`config.mk`:
```
export PLATFORM = sky130hd
export DESIGN_NAME = sirq_pending_reg
export DESIGN_NICKNAME = d
export VERILOG_FILES = /design/src/rtl/sirq_pkg.sv /design/src/rtl/sirq_next_calc.sv /design/src/rtl/sirq_change_detect.sv /design/src/rtl/sirq_state_reg.sv /design/src/rtl/sirq_pending_reg.sv
export SDC_FILE = /design/constraint.sdc
export NUM_CORES = 1
export LEC_CHECK = 0
export BUFFER_PORTS_ARGS = -buffer_cell sky130_fd_sc_hd__buf_2
export CAP_MARGIN = 20
export CELL_PAD_IN_SITES_DETAIL_PLACEMENT = 0
export CELL_PAD_IN_SITES_GLOBAL_PLACEMENT = 1
export CORE_ASPECT_RATIO = 0.5
export CORE_UTILIZATION = 31
export CTS_CLUSTER_DIAMETER = 80
export DETAILED_ROUTE_END_ITERATION = 6
export GPL_ROUTABILITY_DRIVEN = 0
export PLACE_DENSITY_LB_ADDON = 0.05
export SYNTH_ARGS = -nofsm -noshare
export SYNTH_HDL_FRONTEND = slang
export SYNTH_SLANG_ARGS = --single-unit
```
`constraint.sdc`:
```
create_clock -name clk -period 1.7 [get_ports clk]
set_clock_uncertainty 0.2 [all_clocks]
set_input_delay 0.34 -clock clk [delete_from_list [all_inputs] [get_ports clk]]
set_output_delay 0.34 -clock clk [all_outputs]
set_load 0.01 [all_outputs]
```
`src/rtl/sirq_pkg.sv`:
```
package sirq_pkg;
  typedef struct packed {
    logic wr;
    logic set;
    logic clr;
  } sirq_op_t;
endpackage

```
`src/rtl/sirq_next_calc.sv`:
```
module sirq_next_calc
  import sirq_pkg::*;
#(
  parameter int REG_W = 32
) (
  input  sirq_op_t         op,
  input  logic [REG_W-1:0] cur,
  input  logic [REG_W-1:0] operand,
  output logic [REG_W-1:0] nxt
);
  // Per-bit composition: overwrite, then OR, then AND-NOT.
  for (genvar b = 0; b < REG_W; b++) begin : g_bit
    logic after_wr;
    logic after_set;
    always_comb begin
      after_wr  = op.wr  ? operand[b] : cur[b];
      after_set = op.set ? (after_wr | operand[b]) : after_wr;
      nxt[b]    = op.clr ? (after_set & ~operand[b]) : after_set;
    end
  end
endmodule

```
`src/rtl/sirq_change_detect.sv`:
```
module sirq_change_detect #(
  parameter int REG_W = 32
) (
  input  logic [REG_W-1:0] cur,
  input  logic [REG_W-1:0] nxt,
  output logic             differs
);
  logic [REG_W-1:0] delta;
  assign delta   = cur ^ nxt;
  assign differs = |delta;
endmodule

```
`src/rtl/sirq_state_reg.sv`:
```
module sirq_state_reg #(
  parameter int REG_W = 32
) (
  input  logic             clk,
  input  logic             rst_n,
  input  logic             any_op,
  input  logic             differs,
  input  logic             irq_en,
  input  logic [REG_W-1:0] nxt,
  output logic [REG_W-1:0] word_q,
  output logic             chg_q,
  output logic             rchk_q
);
  logic take;
  assign take = any_op & differs;

  always_ff @(posedge clk) begin
    if (!rst_n) begin
      word_q <= '0;
      chg_q  <= 1'b0;
      rchk_q <= 1'b0;
    end else begin
      if (take) word_q <= nxt;
      chg_q  <= take;
      rchk_q <= take & irq_en;
    end
  end

  a_r9_pulse_needs_op: assert property (@(posedge clk) disable iff (!rst_n)
    !any_op |=> !chg_q && !rchk_q);
endmodule

```
`src/rtl/sirq_pending_reg.sv`:
```
module sirq_pending_reg
  import sirq_pkg::*;
#(
  parameter int REG_W  = 32,
  parameter int DATA_W = 64
) (
  input  logic              clk,
  input  logic              rst_n,
  input  logic              op_set,
  input  logic              op_clr,
  input  logic              op_wr,
  input  logic [DATA_W-1:0] wr_data,
  input  logic              irq_en,
  output logic [REG_W-1:0]  pend_o,
  output logic              changed_o,
  output logic              recheck_o
);
  localparam int HI_W = DATA_W - REG_W;

  sirq_op_t         op;
  logic [REG_W-1:0] operand;
  logic [REG_W-1:0] nxt;
  logic             differs;
  logic             any_op;
  logic             unused_hi;

  assign op        = '{wr: op_wr, set: op_set, clr: op_clr};
  assign operand   = wr_data[REG_W-1:0];
  assign unused_hi = ^wr_data[DATA_W-1:DATA_W-HI_W];
  assign any_op    = op_set | op_clr | op_wr;

  sirq_next_calc #(.REG_W(REG_W)) u_next (
    .op(op), .cur(pend_o), .operand(operand), .nxt(nxt)
  );

  sirq_change_detect #(.REG_W(REG_W)) u_cmp (
    .cur(pend_o), .nxt(nxt), .differs(differs)
  );

  sirq_state_reg #(.REG_W(REG_W)) u_state (
    .clk(clk), .rst_n(rst_n), .any_op(any_op), .differs(differs),
    .irq_en(irq_en), .nxt(nxt), .word_q(pend_o), .chg_q(changed_o),
    .rchk_q(recheck_o)
  );

  a_r6_pulse_iff_moved: assert property (@(posedge clk) disable iff (!rst_n)
    changed_o == (pend_o != $past(pend_o)));
  a_r7_recheck_needs_enable: assert property (@(posedge clk) disable iff (!rst_n)
    recheck_o |-> changed_o && $past(irq_en));
  a_r7_recheck_when_enabled: assert property (@(posedge clk) disable iff (!rst_n)
    changed_o && $past(irq_en) |-> recheck_o);
  a_r4_write_loads: assert property (@(posedge clk) disable iff (!rst_n)
    (op_wr && !op_set && !op_clr) |=> pend_o == $past(wr_data[REG_W-1:0]));
  a_r2_set_keeps_ones: assert property (@(posedge clk) disable iff (!rst_n)
    (op_set && !op_wr && !op_clr) |=> (pend_o & $past(pend_o)) == $past(pend_o));
  a_r3_clear_drops_bits: assert property (@(posedge clk) disable iff (!rst_n)
    (op_clr && !op_wr && !op_set) |=> (pend_o & $past(wr_data[REG_W-1:0])) == '0);
endmodule

```
==> run_results.csv <==
group,metric,value,unit
detailed_routing,firstDrtPassIters,4,
clock_network,cts_root_buf,"clkbuf_16",
power_and_ir_drop,sw_frac_of_total,27.8,%
synth,ys_warn_count,0,
detailed_routing,drt_wl_total,6670,um
worst_setup_path,critPathMaxStageDelay,0.45,ns
clock_network,numClockSinks,34,
timing,finalMaxSlewViolations,0,
finish,final_nets,410,
die,start_util,33.5,%
timing,rsz0062_at_grt,"true",
synth,syn_area,1920,um^2
synth,syn_avg_cell_area,8.58,um^2
clock_network,h-tree-depth,2,
worst_setup_path,cp_slowest_cell,"a222oi_1",
clock_network,clkTransAtPathRegs,0.05,ns
detailed_routing,drc,0,
clock_network,cts_buffers,5,
die,pin_count,104,
detailed_routing,drtIter0Drc,129,
timing,finalHoldViolations,0,
place,dp_hpwl,4880,um
place,place_ws,-0.315,ns
worst_setup_path,worst_setup_path_end_kind,"flop",
timing,layout_setup_ws,-0.0428,ns
worst_setup_path,arrival,1.70,ns
place,place_inst,415,
finish,area_growth_syn_to_layout,60.1,%
worst_setup_path,r2r_slack,-0.04,ns
flow_run,max_cap_viol_count,0,
timing,timing.final.setup_violations,2,
synth,syn_inst,224,
finish,finalInstanceArea,3080,um^2
clock_network,cts_buffer_depth,2,
worst_setup_path,critPathKind,"reg2reg",
finish,antenna_cells,0,
power_and_ir_drop,p_switching,672,uW
finish,n_fill_cell,526,
worst_setup_path,startpoint_type,"flop",
die,rows,19,
global_routing,grt_pass1_wl,10500,um
synth,synth_cell_type_count,32,
place,placed_area,2730,um^2
finish,drive_above_1_share,52.5,%
place,portBuffers,71,
worst_setup_path,cp_max_fo,2,
power_and_ir_drop,seq_power_share,36.4,%
outcome,status,"complete, but fails checks",
detailed_routing,postRouteAntennaNets,0,
global_routing,antenna_found_initial,0,
synth,synth_nets,294,
power_and_ir_drop,combPwrFrac,25.7,%
timing,max_freq,0.574,GHz
power_and_ir_drop,cellInternalPower,1.74,mW
synth,synth_seq_cells,34,
timing,period_needed,1.74,ns
finish,final_core_util,53.7,%
outcome,violations,"negative setup slack",
synth,ys_seq_area_share,35.4,%
power_and_ir_drop,powerDensity,785,nW/um^2
clock_network,cts_tree,"done",
worst_setup_path,crit_family,"compound AO/OA/AOI/OAI gates",
detailed_routing,wl_per_cell,15.7,um
detailed_routing,vias,2133,
die,die_x,113,um
worst_setup_path,required,1.65,ns
global_routing,grt_overflow_total,0,
timing,relSlewSlack,70.5,%
worst_hold_path,hold_class,"in2reg",
global_routing,grt_usage,21.4,%
power_and_ir_drop,finalPower,2.41,mW
die,core,5730,um^2
power_and_ir_drop,clkPwrFrac,38.0,%
die,dieArea,6540,um^2
global_routing,grt_pass1_vias,2035,
power_and_ir_drop,power_leakage,1.42,nW
finish,stdcell_count,425,
timing,worst_pin_slew,0.443,ns
global_routing,grt_max_degree,22,
detailed_routing,viasPerCell,5.02,
clock_network,insertion_delay,0.28,ns
worst_setup_path,cp.buffers_inverters,1,
die,die_h,57.7,um
clock_network,ctsHoldBuffers,0,
timing,fin_crit_sh,103,%
worst_setup_path,crit_path_cell_trace,"inv_2, a222oi_1, nor4b_2, a31o_1, a31oi_1",
power_and_ir_drop,ir_drop,0.369,mV
cell families (layout without fill, tap and decap cells):
family | after synthesis | in the layout | share of synthesized area [%]
AND/OR/NAND/NOR | 58 | 58 | 15.9
multiplexers | 32 | 32 | 18.8
AO/OA/AOI/OAI | 64 | 64 | 21.9
buffers and inverters | 36 | 153 | 8.01
flip-flops | 34 | 34 | 35.4
power groups by stage:
stage / sequential (mW) / combinational [mW] / clock, mW
after floorplan: 0.914 / 0.252 / 0
after detailed placement: 0.891 / 0.550 / 0
after CTS: 0.876 / 0.607 / 0.933
after global placement: 0.889 / 0.545 / 0
after global routing: 0.884 / 0.670 / 0.969
final: 0.878 / 0.620 / 0.917
cell usage in the layout (no fill, tap or decap), types with 2 or more instances in the layout:
| cell | n |
|---|---|
| a31oi_1 | 2 |
| clkbuf_16 | 5 |
| a222oi_1 | 2 |
| buf_2 | 69 |
| nor2_1 | 6 |
| nand2b_4 | 3 |
| a22oi_2 | 5 |
| a22oi_1 | 6 |
| mux2_2 | 20 |
| a21oi_1 | 33 |
| inv_2 | 2 |
| nand2_1 | 6 |
| dfxtp_1 | 29 |
| dfxtp_2 | 5 |
| nor2b_1 | 7 |
| a2bb2oi_2 | 2 |
| inv_1 | 21 |
| buf_12 | 4 |
| a2bb2oi_1 | 3 |
| mux2i_1 | 5 |
| nor3_1 | 27 |
| buf_4 | 45 |
| mux2_4 | 6 |
| o22ai_1 | 5 |
| nand4_1 | 4 |
| buf_16 | 2 |
timing repair:
| action | CTS | global route |
|---|---|---|
| gates cloned | 2 | 0 |
| pin swaps | 11 | 5 |
| resized for setup | 27 | 9 |
| setup buffers | 0 | 0 |
| setup endpoints to repair | 2 | 2 |
flip-flops by register name, indices dropped and copies added, names as in the netlist:
signal and cells:
u_state.rchk_q 1, u_state.word_q 32, u_state.chg_q 1
final timing paths:
| kind | from | to | cells past startpoint |
|---|---|---|---|
| min reg2reg | u_state.word_q[0] | u_state.word_q[0] | 2 |
| max | u_state.word_q[9] | u_state.chg_q | 5 |
| max reg2reg | u_state.word_q[9] | u_state.chg_q | 5 |
| min | irq_en | u_state.rchk_q | 3 |
worst register-to-register path: cells and delay by family, from the launching register on:
kind                   cells  cell delay, ns
AOI/OAI and AO/OA          3            0.77
DFF                        1            0.33
and+or+nand+nor            1            0.29
buffers and inverters      1            0.03
stage by stage:
stage          TNS, ns  hold WS (ns)
6_report       -0.0761         0.106
5_1_grt         -0.201         0.118
4_1_cts              0         0.106
3_5_place_dp     -1.48         0.303
3_3_place_gp     -1.44         0.286
2_1_floorplan        0         0.256
synth_stat cells:
master / n / share of area (%)
nor3_2: 1 / 0.52
a31o_1: 1 / 0.46
a222oi_1: 2 / 1.0
inv_1: 22 / 4.3
a2bb2oi_1: 5 / 2.3
nor4b_1: 1 / 0.46
nor4_1: 1 / 0.33
inv_2: 1 / 0.20
nor2b_1: 7 / 2.3
mux2_1: 3 / 1.8
a22oi_2: 3 / 2.0
nor2_1: 6 / 1.2
a31oi_1: 3 / 0.98
dfxtp_1: 34 / 35
clkbuf_1: 5 / 0.98
mux2_2: 22 / 13
o2111ai_1: 1 / 0.46
o22ai_1: 5 / 1.6
a21oi_1: 33 / 8.6
a22oi_1: 8 / 3.1
or2_2: 1 / 0.33
nand2b_1: 4 / 1.3
nand4_1: 4 / 1.3
buf_4: 1 / 0.39
nor3_1: 27 / 7.0
a22o_1: 1 / 0.46
buf_6: 1 / 0.59
buf_2: 6 / 1.6
mux2i_1: 5 / 2.6
a2111oi_0: 2 / 0.91
mux2_4: 2 / 1.6
nand2_1: 6 / 1.2
area by class of cell:
cell class | instances | area (um^2) | share of cell area (%)
Sequential cell | 34 | 687 | 22.3
Clock inverter | 1 | 5.00 | 0.163
Timing Repair Buffer | 122 | 845 | 27.5
Multi-Input combinational cell | 154 | 1210 | 39.2
Clock buffer | 7 | 143 | 4.64
Inverter | 23 | 86.3 | 2.81
Tap cell | 84 | 105 | 3.42
routing by layer:
layer,track usage [%],share of wire [%],vias to the layer above
li1,-,-,1051
met1,31.6,53,1015
met2,31.7,42,60
met3,4.81,4.7,7
met4,5.08,0.60,0
met5,0,0,-
(Power assumes the default switching activity.)
